$ cat src/rtl/adc_link_pkg.sv
package adc_link_pkg;

    localparam int CTRL_W    = 8;
    localparam int RES_W     = 12;
    localparam int CHAN_W    = 3;
    localparam int EDGE_W    = 5;
    localparam int RES_FIRST = 9;
    localparam int RES_LAST  = RES_FIRST + RES_W - 1;

    typedef enum logic [1:0] {
        SEQ_IDLE,
        SEQ_RUN,
        SEQ_TAIL
    } seq_state_t;

    typedef struct packed {
        logic [CHAN_W-1:0] chan;
        logic              uni;
        logic              sgl;
        logic [1:0]        pd;
    } conv_req_t;

    function automatic logic [CTRL_W-1:0] ctrl_byte(input conv_req_t r);
        return {1'b1, r.chan, r.uni, r.sgl, r.pd};
    endfunction

    function automatic logic [EDGE_W-1:0] frame_period(input logic wide);
        return wide ? EDGE_W'(16) : EDGE_W'(15);
    endfunction

    function automatic logic [EDGE_W-1:0] burst_end(input logic wide);
        return wide ? EDGE_W'(24) : EDGE_W'(RES_LAST + 1);
    endfunction

endpackage

$ cat src/rtl/adc_sclk_tick.sv
module adc_sclk_tick #(
    parameter int HALF_DIV = 2
) (
    input  logic clk,
    input  logic rst,
    input  logic run,
    output logic tick
);
    localparam int CW = $clog2(HALF_DIV + 1);

    logic [CW-1:0] cnt;

    always_ff @(posedge clk) begin
        if (rst || !run) begin
            cnt <= '0;
        end else if (cnt == CW'(HALF_DIV - 1)) begin
            cnt <= '0;
        end else begin
            cnt <= cnt + 1'b1;
        end
    end

    assign tick = run && (cnt == CW'(HALF_DIV - 1));
endmodule

$ cat src/rtl/adc_tx_shift.sv
module adc_tx_shift
    import adc_link_pkg::*;
(
    input  logic              clk,
    input  logic              rst,
    input  logic              load,
    input  logic [CTRL_W-1:0] load_byte,
    input  logic              shift,
    output logic              sdo
);
    localparam int LW = $clog2(CTRL_W);

    logic [CTRL_W-1:0] sr;
    logic [LW-1:0]     left;

    always_ff @(posedge clk) begin
        if (rst) begin
            sr   <= '0;
            left <= '0;
            sdo  <= 1'b0;
        end else if (load) begin
            sr   <= {load_byte[CTRL_W-2:0], 1'b0};
            left <= LW'(CTRL_W - 1);
            sdo  <= load_byte[CTRL_W-1];
        end else if (shift) begin
            if (left != '0) begin
                sdo  <= sr[CTRL_W-1];
                sr   <= {sr[CTRL_W-2:0], 1'b0};
                left <= left - 1'b1;
            end else begin
                sdo <= 1'b0;
            end
        end
    end
endmodule

$ cat src/rtl/adc_rx_shift.sv
module adc_rx_shift
    import adc_link_pkg::*;
(
    input  logic             clk,
    input  logic             rst,
    input  logic             cap,
    input  logic             last,
    input  logic             sdi,
    output logic [RES_W-1:0] word
);
    logic [RES_W-1:0] sr;

    always_ff @(posedge clk) begin
        if (rst) begin
            sr   <= '0;
            word <= '0;
        end else if (cap) begin
            sr <= {sr[RES_W-2:0], sdi};
            if (last) begin
                word <= {sr[RES_W-2:0], sdi};
            end
        end
    end
endmodule

$ cat src/rtl/adc_link_seq.sv
module adc_link_seq
    import adc_link_pkg::*;
#(
    parameter int HALF_DIV = 2
) (
    input  logic              clk,
    input  logic              rst,
    input  logic              req,
    input  logic [CHAN_W-1:0] req_chan,
    input  logic              req_uni,
    input  logic              req_sgl,
    input  logic [1:0]        req_pd,
    input  logic              frame16,
    input  logic              miso,
    output logic              cs_n,
    output logic              sclk,
    output logic              mosi,
    output logic [RES_W-1:0]  rdata,
    output logic              rvalid,
    output logic              busy
);
    seq_state_t        st;
    conv_req_t         held;
    logic              pend;
    logic              wide;
    logic              nxt;
    logic [EDGE_W-1:0] t;
    logic              tick;
    logic              rise_ev, fall_ev;
    logic              launch_first, launch_next;
    logic              cap, cap_last;
    logic [EDGE_W-1:0] per, fin;

    assign per          = frame_period(wide);
    assign fin          = burst_end(wide);
    assign rise_ev      = (st == SEQ_RUN) && tick && !sclk;
    assign fall_ev      = (st == SEQ_RUN) && tick && sclk;
    assign launch_first = (st == SEQ_IDLE) && pend;
    assign launch_next  = fall_ev && (t == per) && !nxt && pend;
    assign cap          = rise_ev && (t >= EDGE_W'(RES_FIRST)) && (t <= EDGE_W'(RES_LAST));
    assign cap_last     = rise_ev && (t == EDGE_W'(RES_LAST));
    assign busy         = (st != SEQ_IDLE) || pend;

    adc_sclk_tick #(.HALF_DIV(HALF_DIV)) u_tick (
        .clk  (clk),
        .rst  (rst),
        .run  (st != SEQ_IDLE),
        .tick (tick)
    );

    adc_tx_shift u_tx (
        .clk       (clk),
        .rst       (rst),
        .load      (launch_first || launch_next),
        .load_byte (ctrl_byte(held)),
        .shift     (fall_ev && !launch_next),
        .sdo       (mosi)
    );

    adc_rx_shift u_rx (
        .clk  (clk),
        .rst  (rst),
        .cap  (cap),
        .last (cap_last),
        .sdi  (miso),
        .word (rdata)
    );

    always_ff @(posedge clk) begin
        if (rst) begin
            st     <= SEQ_IDLE;
            held   <= '0;
            pend   <= 1'b0;
            wide   <= 1'b0;
            nxt    <= 1'b0;
            t      <= '0;
            cs_n   <= 1'b1;
            sclk   <= 1'b0;
            rvalid <= 1'b0;
        end else begin
            rvalid <= cap_last;
            if (req && !pend) begin
                pend <= 1'b1;
                held <= '{chan: req_chan, uni: req_uni, sgl: req_sgl, pd: req_pd};
            end
            unique case (st)
                SEQ_IDLE: begin
                    if (pend) begin
                        st   <= SEQ_RUN;
                        cs_n <= 1'b0;
                        wide <= frame16;
                        t    <= '0;
                        nxt  <= 1'b0;
                        pend <= 1'b0;
                    end
                end
                SEQ_RUN: begin
                    if (rise_ev) begin
                        sclk <= 1'b1;
                        if (cap_last && nxt) begin
                            t   <= EDGE_W'(RES_LAST + 1) - per;
                            nxt <= 1'b0;
                        end else begin
                            t <= t + 1'b1;
                        end
                    end else if (fall_ev) begin
                        sclk <= 1'b0;
                        if (launch_next) begin
                            nxt  <= 1'b1;
                            pend <= 1'b0;
                        end else if (!nxt && t == fin) begin
                            st <= SEQ_TAIL;
                        end
                    end
                end
                SEQ_TAIL: begin
                    if (tick) begin
                        st   <= SEQ_IDLE;
                        cs_n <= 1'b1;
                    end
                end
                default: st <= SEQ_IDLE;
            endcase
        end
    end
endmodule

$ cat config.mk
export PLATFORM = sky130hd
export DESIGN_NAME = adc_link_seq
export DESIGN_NICKNAME = d
export VERILOG_FILES = /design/src/rtl/adc_link_pkg.sv /design/src/rtl/adc_sclk_tick.sv /design/src/rtl/adc_tx_shift.sv /design/src/rtl/adc_rx_shift.sv /design/src/rtl/adc_link_seq.sv
export SDC_FILE = /design/constraint.sdc
export NUM_CORES = 1
export LEC_CHECK = 0
export ABC_CLOCK_PERIOD_IN_PS = 2300
export CORE_ASPECT_RATIO = 1.75
export CORE_UTILIZATION = 55
export CTS_CLUSTER_SIZE = 10
export DETAILED_ROUTE_END_ITERATION = 6
export GPL_TIMING_DRIVEN = 0
export PLACE_DENSITY = 0.78
export SLEW_MARGIN = 10
export SYNTH_ARGS = -nofsm -noshare
export SYNTH_HDL_FRONTEND = slang
export SYNTH_SLANG_ARGS = --single-unit
$ cat constraint.sdc
create_clock -name clk -period 2.3 [get_ports clk]
set_input_delay 0.46 -clock clk [delete_from_list [all_inputs] [get_ports clk]]
set_output_delay 0.46 -clock clk [all_outputs]
set_load 0.05 [all_outputs]
==> results of run 1 <==
critical path, delay by kind of cell (launching register included):
| family | cells | cell delay [ns] |
|---|---|---|
| DFF | 1 | 0.36 |
| buffers and inverters | 2 | 0.90 |
| and+or+nand+nor | 1 | 0.16 |
kinds of logic after synthesis:
family	share of synthesized area [%]
AOI/OAI and AO/OA	19.2
xor gates and xnor gates	1.33
adders and majority gates	2.85
buffers and inverters	6.08
DFF	42.5
muxes	5.32
and+or+nand+nor	22.7
where the power goes:
group          internal [mW]  total [mW]  switching [mW]  leakage, nW
Combinational         0.0857       0.211           0.125        0.572
Sequential             0.996        1.01          0.0172        0.454
Clock                  0.218       0.547           0.330       0.0414
Total                   1.30        1.77           0.472         1.07
sequential cells by signal (all words and copies together) (netlist names):
register and cells:
cs_n 1, held 7, nxt 1, pend 1, rvalid 1, sclk 1, st 2, t 5
u_rx.sr 11, u_rx.word 12, u_tick.cnt 2, u_tx.left 3, u_tx.sdo 1, u_tx.sr 7, wide 1
how the worst max path moves through the flow:
stage / startpoint / to / depth (start not counted)
2_1_floorplan: sclk$_SDFFE_PP0P_ / u_tx.sr[2]$_SDFFE_PP0P_ / 5
3_3_place_gp: pend$_SDFF_PP0_ / busy / 3
3_5_place_dp: pend$_SDFF_PP0_ / busy / 3
4_1_cts: pend$_SDFF_PP0_ / busy / 3
5_1_grt: pend$_SDFF_PP0_ / busy / 3
6_report: pend$_SDFF_PP0_ / busy / 3
final cells by class:
type	count	area [µm²]	area share, %
clock buffer	6	72.6	2.37
inverter	8	30.0	0.982
sequential	56	1120	36.7
tap	52	65.1	2.13
clock inverter	2	16.3	0.532
multi-input combinational	218	1350	44.3
buffer	26	130	4.26
timing repair buffer	27	269	8.80
cell usage in the layout, fill, tap and decap left out, types with 2 or more instances in the layout:
cell type | netlist | final
o21ai_1 | 10 | 10
clkdlybuf4s50_1 | 0 | 26
nand3_1 | 23 | 23
dfxtp_1 | 56 | 56
nor3_1 | 5 | 5
o21ai_0 | 12 | 12
or3_1 | 2 | 2
and4b_1 | 2 | 2
nor2b_1 | 6 | 6
buf_4 | 3 | 3
ha_1 | 6 | 6
nor2_1 | 22 | 22
a21oi_1 | 32 | 32
nor4_1 | 3 | 3
a32oi_1 | 2 | 2
a21o_1 | 8 | 8
nor3b_1 | 2 | 2
xnor2_1 | 3 | 3
nand2_1 | 26 | 26
clkbuf_8 | 0 | 5
clkbuf_1 | 10 | 11
nand2b_1 | 13 | 13
mux2i_1 | 14 | 14
nand4b_1 | 2 | 2
buf_2 | 10 | 10
inv_1 | 8 | 8
through the flow:
| stage | worst slack, ns | hold WS [ns] | instances |
|---|---|---|---|
| 6_report | 0.110 | 0.439 | 395 |
| 5_1_grt | 0.00863 | 0.471 | 395 |
| 4_1_cts | 0.103 | 0.441 | 395 |
| 3_5_place_dp | 0.182 | 0.428 | 387 |
| 3_3_place_gp | 0.184 | 0.417 | 387 |
| 2_1_floorplan | 0.406 | 0.407 | 308 |
synthesized netlist by cell type (all sizes together), types with 3 or more instances:
cell type / number / area, µm²
a21oi: 33 / 169
mux2i: 14 / 140
nand3: 23 / 115
dfxtp: 56 / 1120
nor3: 5 / 25.0
nor2b: 6 / 37.5
o21ai: 22 / 110
nor3b: 3 / 27.5
inv: 8 / 30.0
ha: 6 / 75.1
nand2b: 13 / 81.3
buf: 15 / 87.6
a32oi: 3 / 33.8
xnor2: 3 / 26.3
nor2: 22 / 82.6
a21o: 8 / 60.1
clkbuf: 11 / 42.5
nand2: 26 / 97.6
nor4: 3 / 18.8
routing by layer:
| layer | share of wire, % | routed length, µm | global-route usage [%] |
|---|---|---|---|
| met1 | 42 | 2410 | 25.6 |
| met2 | 54 | 3090 | 42.3 |
| met3 | 2.1 | 120 | 3.90 |
| met4 | 1.8 | 101 | 11.3 |
| met5 | 0 | 0 | 0 |
==> metrics.csv, run 1 <==
metric,value,unit
tightest_slew,0.513,ns
clk_path_buf_depth,2,
crit_path_top_delay_cell,dlygate4sd2_1,
rr_startpoint,u_tick.cnt[0]$_SDFF_PP0_,
ys.flop_type,dfxtp_1,
dpl_cell_area,0.00297,mm²
drive_above_1_share,8.45,%
grt_max_degree,18,
fill_cells,414,
finalPower,1.77,mW
max_freq,457,MHz
power_density,579,mW/mm²
diodes,0,
synth.distinct_cells,52,
start_util,57.0,%
die-area,0.00508,mm²
slew_headroom,65.7,%
skew,0.0114,ns
ys_warn_count,0,
rows,33,
ys_ff_latch,56,
rr_worst_depth,7,
avgSynthCellArea,8.56,µm²
io_pins,29,
layout_min_cycle_time,2.19,ns
synth_enable_flop_cells,0,
place_congestion,0.817,
grt.overflow.total,0,
port_buffers,27,
wl_per_cell,14.5,µm
root_buffer,clkbuf_8,
clk_pin_slew,0.09,ns
ys_async_sr_fraction,0,%
hold_start,u_tick.cnt[0]$_SDFF_PP0_,
setup_viol,0,
cts_setup_buffers,0,
drt_wl_total,5720,µm
mappedNetlistNets,326,
path_max_fanout,10,
antenna_found_initial,0,
worstSetupPathType,flip-flop to primary output,
end_kind,primary output,
outcome,"finished, final reports clean",
vias,2264,
drt_iter0_markers,71,
fin_crit_sh,95.2,%
finalHoldViolCount,0,
synth_cells,308,
numClockSinks,56,
grt_first_pass_wirelength,8890,µm
tns,0,ns
fin_util,66.1,%
hold_buffers,0,
postCtsResizedCells,1,
drtAntennaViolNets,0,
track_usage,23.8,%
drt-pass1-iter-count,4,
vdd.ir_drop.worst,0.653,mV
post-dp-hpwl,4100,µm
die_h,93.6,µm
cts_tree,built,
syn-cell-area,0.00264,mm²
maxSlewViolCount,0,
regToRegSetupSlack,0.34,ns
die_w,54.3,µm
worstPathCellList,clkbuf_1 -> or3_1 -> dlygate4sd2_1,
cts_made_buffers,5,
p_leak,1.07,nW
worst_r2r_endpoint,u_tx.sr[7]$_SDFFE_PP0P_,
cpPeakStageDelay,0.52,ns
final_area,0.00306,mm²
grt_pass1_vias,2044,
core,0.00462,mm²
area.growth.synth_to_final,16.0,%
required,1.84,ns
critical_path_arrival,1.73,ns
cap_violations,0,
holdPathEnd,u_tick.cnt[0]$_SDFF_PP0_,
holdCritPathClass,flip-flop to flip-flop,
yosysSeqAreaShare,42.5,%
clkLatencyLatePin,0.32,ns
holdPathStages,1,
worst_setup_path_start_kind,flip-flop,
nNetsFinal,360,
vias_per_cell,5.73,
rsz0062_at_grt,false,
drc,0,
cts_max_level,2,
Power figures use the tool's default switching activity.
==> run 2: changes to the inputs <==
CTS_CLUSTER_DIAMETER = 100   (was not set)
SYNTH_HIERARCHICAL = 1   (was not set)
==> metrics.csv, run 2 <==
metric,value,unit
ys_async_sr_fraction,0,%
ys_ff_latch,56,
place_congestion,0.819,
rr_startpoint,t[1]$_SDFFE_PP0P_,
synth_xor_area_share,0.322,%
synth_enable_flop_cells,0,
layout_min_cycle_time,2.22,ns
ys_warn_count,6,
synth.most_common_cell,dfxtp_1,
fin_crit_sh,96.6,%
switchingPower,0.497,mW
setup_viol,0,
vias_per_cell,5.78,
holdPathEnd,u_tick/cnt[0]$_SDFF_PP0_,
max_freq,450,MHz
multi_input_area,0.00150,mm²
synth-simple-area-share,22.5,%
cpPeakStageDelay,0.70,ns
synth_area_leaders,"dfxtp_1 (41%), mux2i_1 (7.4%), nor2_1 (5.1%), a21bo_1 (2.9%), a2111oi_2 (2.8%)",
synth.distinct_cells,59,
top_regs,"u_rx/word x12, u_rx/sr x11",
tns,0,ns
fin_util,68.5,%
drtAntennaViolNets,0,
rows,33,
tightest_slew,0.648,ns
power_frac_clock,29.9,%
path_buf_inv,1,
worstSetupPathType,flip-flop to primary output,
pre_cts_ws,-0.299,ns
crit_path_top_delay_cell,clkdlybuf4s50_1,
netSwitchingFraction,27.1,%
worst_r2r_endpoint,u_tx/sr[4]$_SDFFE_PP0P_,
port_buffers,28,
die_h,95.0,µm
drt-pass1-iter-count,4,
yosys-top-cells-count,"dfxtp_1 (56), nor2_1 (37), mux2i_1 (20)",
cap_violations,0,
grt_max_degree,18,
track_usage,23.2,%
cts_setup_buffers,0,
vdd.ir_drop.worst,0.670,mV
vias,2128,
cts_tree,built,
yosysSeqAreaShare,41.3,%
synth_cells,280,
synth_top_family_by_area,simple AND/OR/NAND/NOR gates,
finalHoldViolCount,0,
largest_reg_flops,12,
regMostFlops,u_rx/word,
p_int,1.33,mW
critical_path_arrival,1.76,ns
cts_made_buffers,5,
synth.area.mux_share,7.37,%
drt_iter0_markers,24,
outcome,"finished, final reports clean",
worstPathCellList,or3_1 -> clkdlybuf4s50_1,
skew,0.00608,ns
synth_compound_area_share,20.1,%
regToRegSetupSlack,0.13,ns
holdCritPathClass,flip-flop to flip-flop,
stdcell_count,368,
diodes,0,
area.growth.synth_to_final,18.6,%
numClockSinks,56,
root_buffer,clkbuf_8,
synth_fa_ha_area_share,2.76,%
rr_worst_depth,7,
path_max_fanout,8,
synth_top_area_share,41.3,%
end_kind,primary output,
die_w,55.1,µm
seq_area,0.00113,mm²
synth_top_area_cell,dfxtp_1,
power_frac_comb,14.1,%
mappedNetlistNets,298,
p_leak,1.16,nW
worst_setup_path_start_kind,flip-flop,
grt.overflow.total,0,
maxSlewViolCount,0,
nNetsFinal,333,
grt_pass1_vias,2050,
required,1.84,ns
holdPathStages,1,
die-area,0.00524,mm²
cts_max_level,2,
ys.flop_type,dfxtp_1,
drive_above_1_share,20.6,%
power_density,568,mW/mm²
layout_commonest_cell,dfxtp_1,
hold_start,u_tick/cnt[0]$_SDFF_PP0_,
wl_per_cell,15.0,µm
core,0.00471,mm²
final_cell_mix,"dfxtp_1 (51), nor2_1 (37), clkdlybuf4s50_1 (28)",
crit_family,buffers and inverters,
drc,0,
clk_path_buf_depth,2,
syn-cell-area,0.00272,mm²
seq_power_share,56.1,%
clk_pin_slew,0.10,ns
start_util,57.7,%
clkLatencyLatePin,0.31,ns
avgSynthCellArea,9.71,µm²
grt_first_pass_wirelength,8980,µm
timing.hold.ws,0.460,ns
post-dp-hpwl,3990,µm
fin_ws,0.0787,ns
slew_headroom,56.8,%
fill_cells,411,
dp.cells,360,
drt_wl_total,5510,µm
antenna_found_initial,0,
io_pins,29,
==> run 2: repair_timing <==
| item | 4_1_cts | 5_1_grt |
|---|---|---|
| pin swaps | 1 | 2 |
| hold buffers | 0 | 0 |
| resized for setup | 7 | 12 |
| endpoints found under the setup margin | 11 | 7 |
| gates cloned | 0 | 0 |
==> run 2: through the flow <==
| step | instance area (µm²) | power, mW |
|---|---|---|
| after floorplan | 2720 | 1.23 |
| after detailed placement | 3060 | 1.30 |
| after global routing | 3220 | 1.90 |
| after global placement | 3060 | 1.29 |
| final | 3220 | 1.83 |
| after CTS | 3180 | 1.83 |
==> run 2: worst max path at each step <==
stage / end / slack (ns) / cells past startpoint / start
2_1_floorplan: u_tx/sr[2]$_SDFFE_PP0P_ / 0.11 / 8 / st[0]$_SDFFE_PP0P_
3_3_place_gp: u_tx/sr[2]$_SDFFE_PP0P_ / -0.30 / 8 / st[0]$_SDFFE_PP0P_
3_5_place_dp: u_tx/sr[4]$_SDFFE_PP0P_ / -0.30 / 8 / st[0]$_SDFFE_PP0P_
4_1_cts: u_tx/sr[4]$_SDFFE_PP0P_ / 0.006 / 7 / t[3]$_SDFFE_PP0P_
5_1_grt: u_tx/sr[6]$_SDFFE_PP0P_ / -0.009 / 8 / wide$_SDFFE_PP0P_
6_report: busy / 0.08 / 2 / st[0]$_SDFFE_PP0P_
==> run 2: power by group through the flow <==
stage / clock [mW] / combinational [mW] / sequential [mW]
after detailed placement: 0 / 0.253 / 1.05
after global placement: 0 / 0.248 / 1.05
final: 0.546 / 0.258 / 1.03
after global routing: 0.581 / 0.284 / 1.03
after floorplan: 0 / 0.173 / 1.06
after CTS: 0.551 / 0.256 / 1.03
==> run 2: cell families (layout without fill, tap and decap cells) <==
kind of cell,after synthesis,after routing
compound gates,65,65
xor+xnor,1,1
fa+ha+maj,6,6
buf+inv,27,63
flops,56,56
mux,20,20
other cells,1,1
simple gates,104,104
==> run 2: area by class of cell <==
type,count,share of cell area (%)
plain buffers,16,3.53
inverters,11,1.28
well taps,52,2.02
flip-flops and latches,56,35.1
clock inverters,2,0.427
repair buffers,28,8.70
multi-input cells,197,46.7
clock buffers,6,2.25
==> run 2: layer usage <==
metal	GRT usage [%]	part of all wire, %	up-vias	wire, µm
li1	-	-	1062	-
met1	24.7	40	1015	2220
met2	42.3	55	39	3010
met3	3.86	2.8	12	153
met4	9.38	2.5	0	136
met5	0	0	-	0
==> run 2: worst register-to-register path, cell delays in order (launching register included) <==
cell and delay [ns]:
dfxtp_1 0.40, and4bb_2 0.33, a41oi_2 0.05, nor4_4 0.44, or2_4 0.22, buf_4 0.17, nor2_1 0.10, a2111oi_2 0.36
==> run 3: changes to the inputs <==
--- a/constraint.sdc
+++ b/constraint.sdc
@@ -3,2 +3,2 @@
 set_output_delay 0.46 -clock clk [all_outputs]
-set_load 0.05 [all_outputs]
+set_load 0.02 [all_outputs]
==> results of run 3 <==
Same layout as run 2 (identical final DEF). Status: finished, final reports clean.
Among the figures that moved: setup slack after layout 0.0787 ns -> 0.127 ns; start point of the critical path st[0]$_SDFFE_PP0P_ -> t[1]$_SDFFE_PP0P_; end point of the critical path busy -> u_tx/sr[4]$_SDFFE_PP0P_; total power 1.83 mW -> 1.81 mW
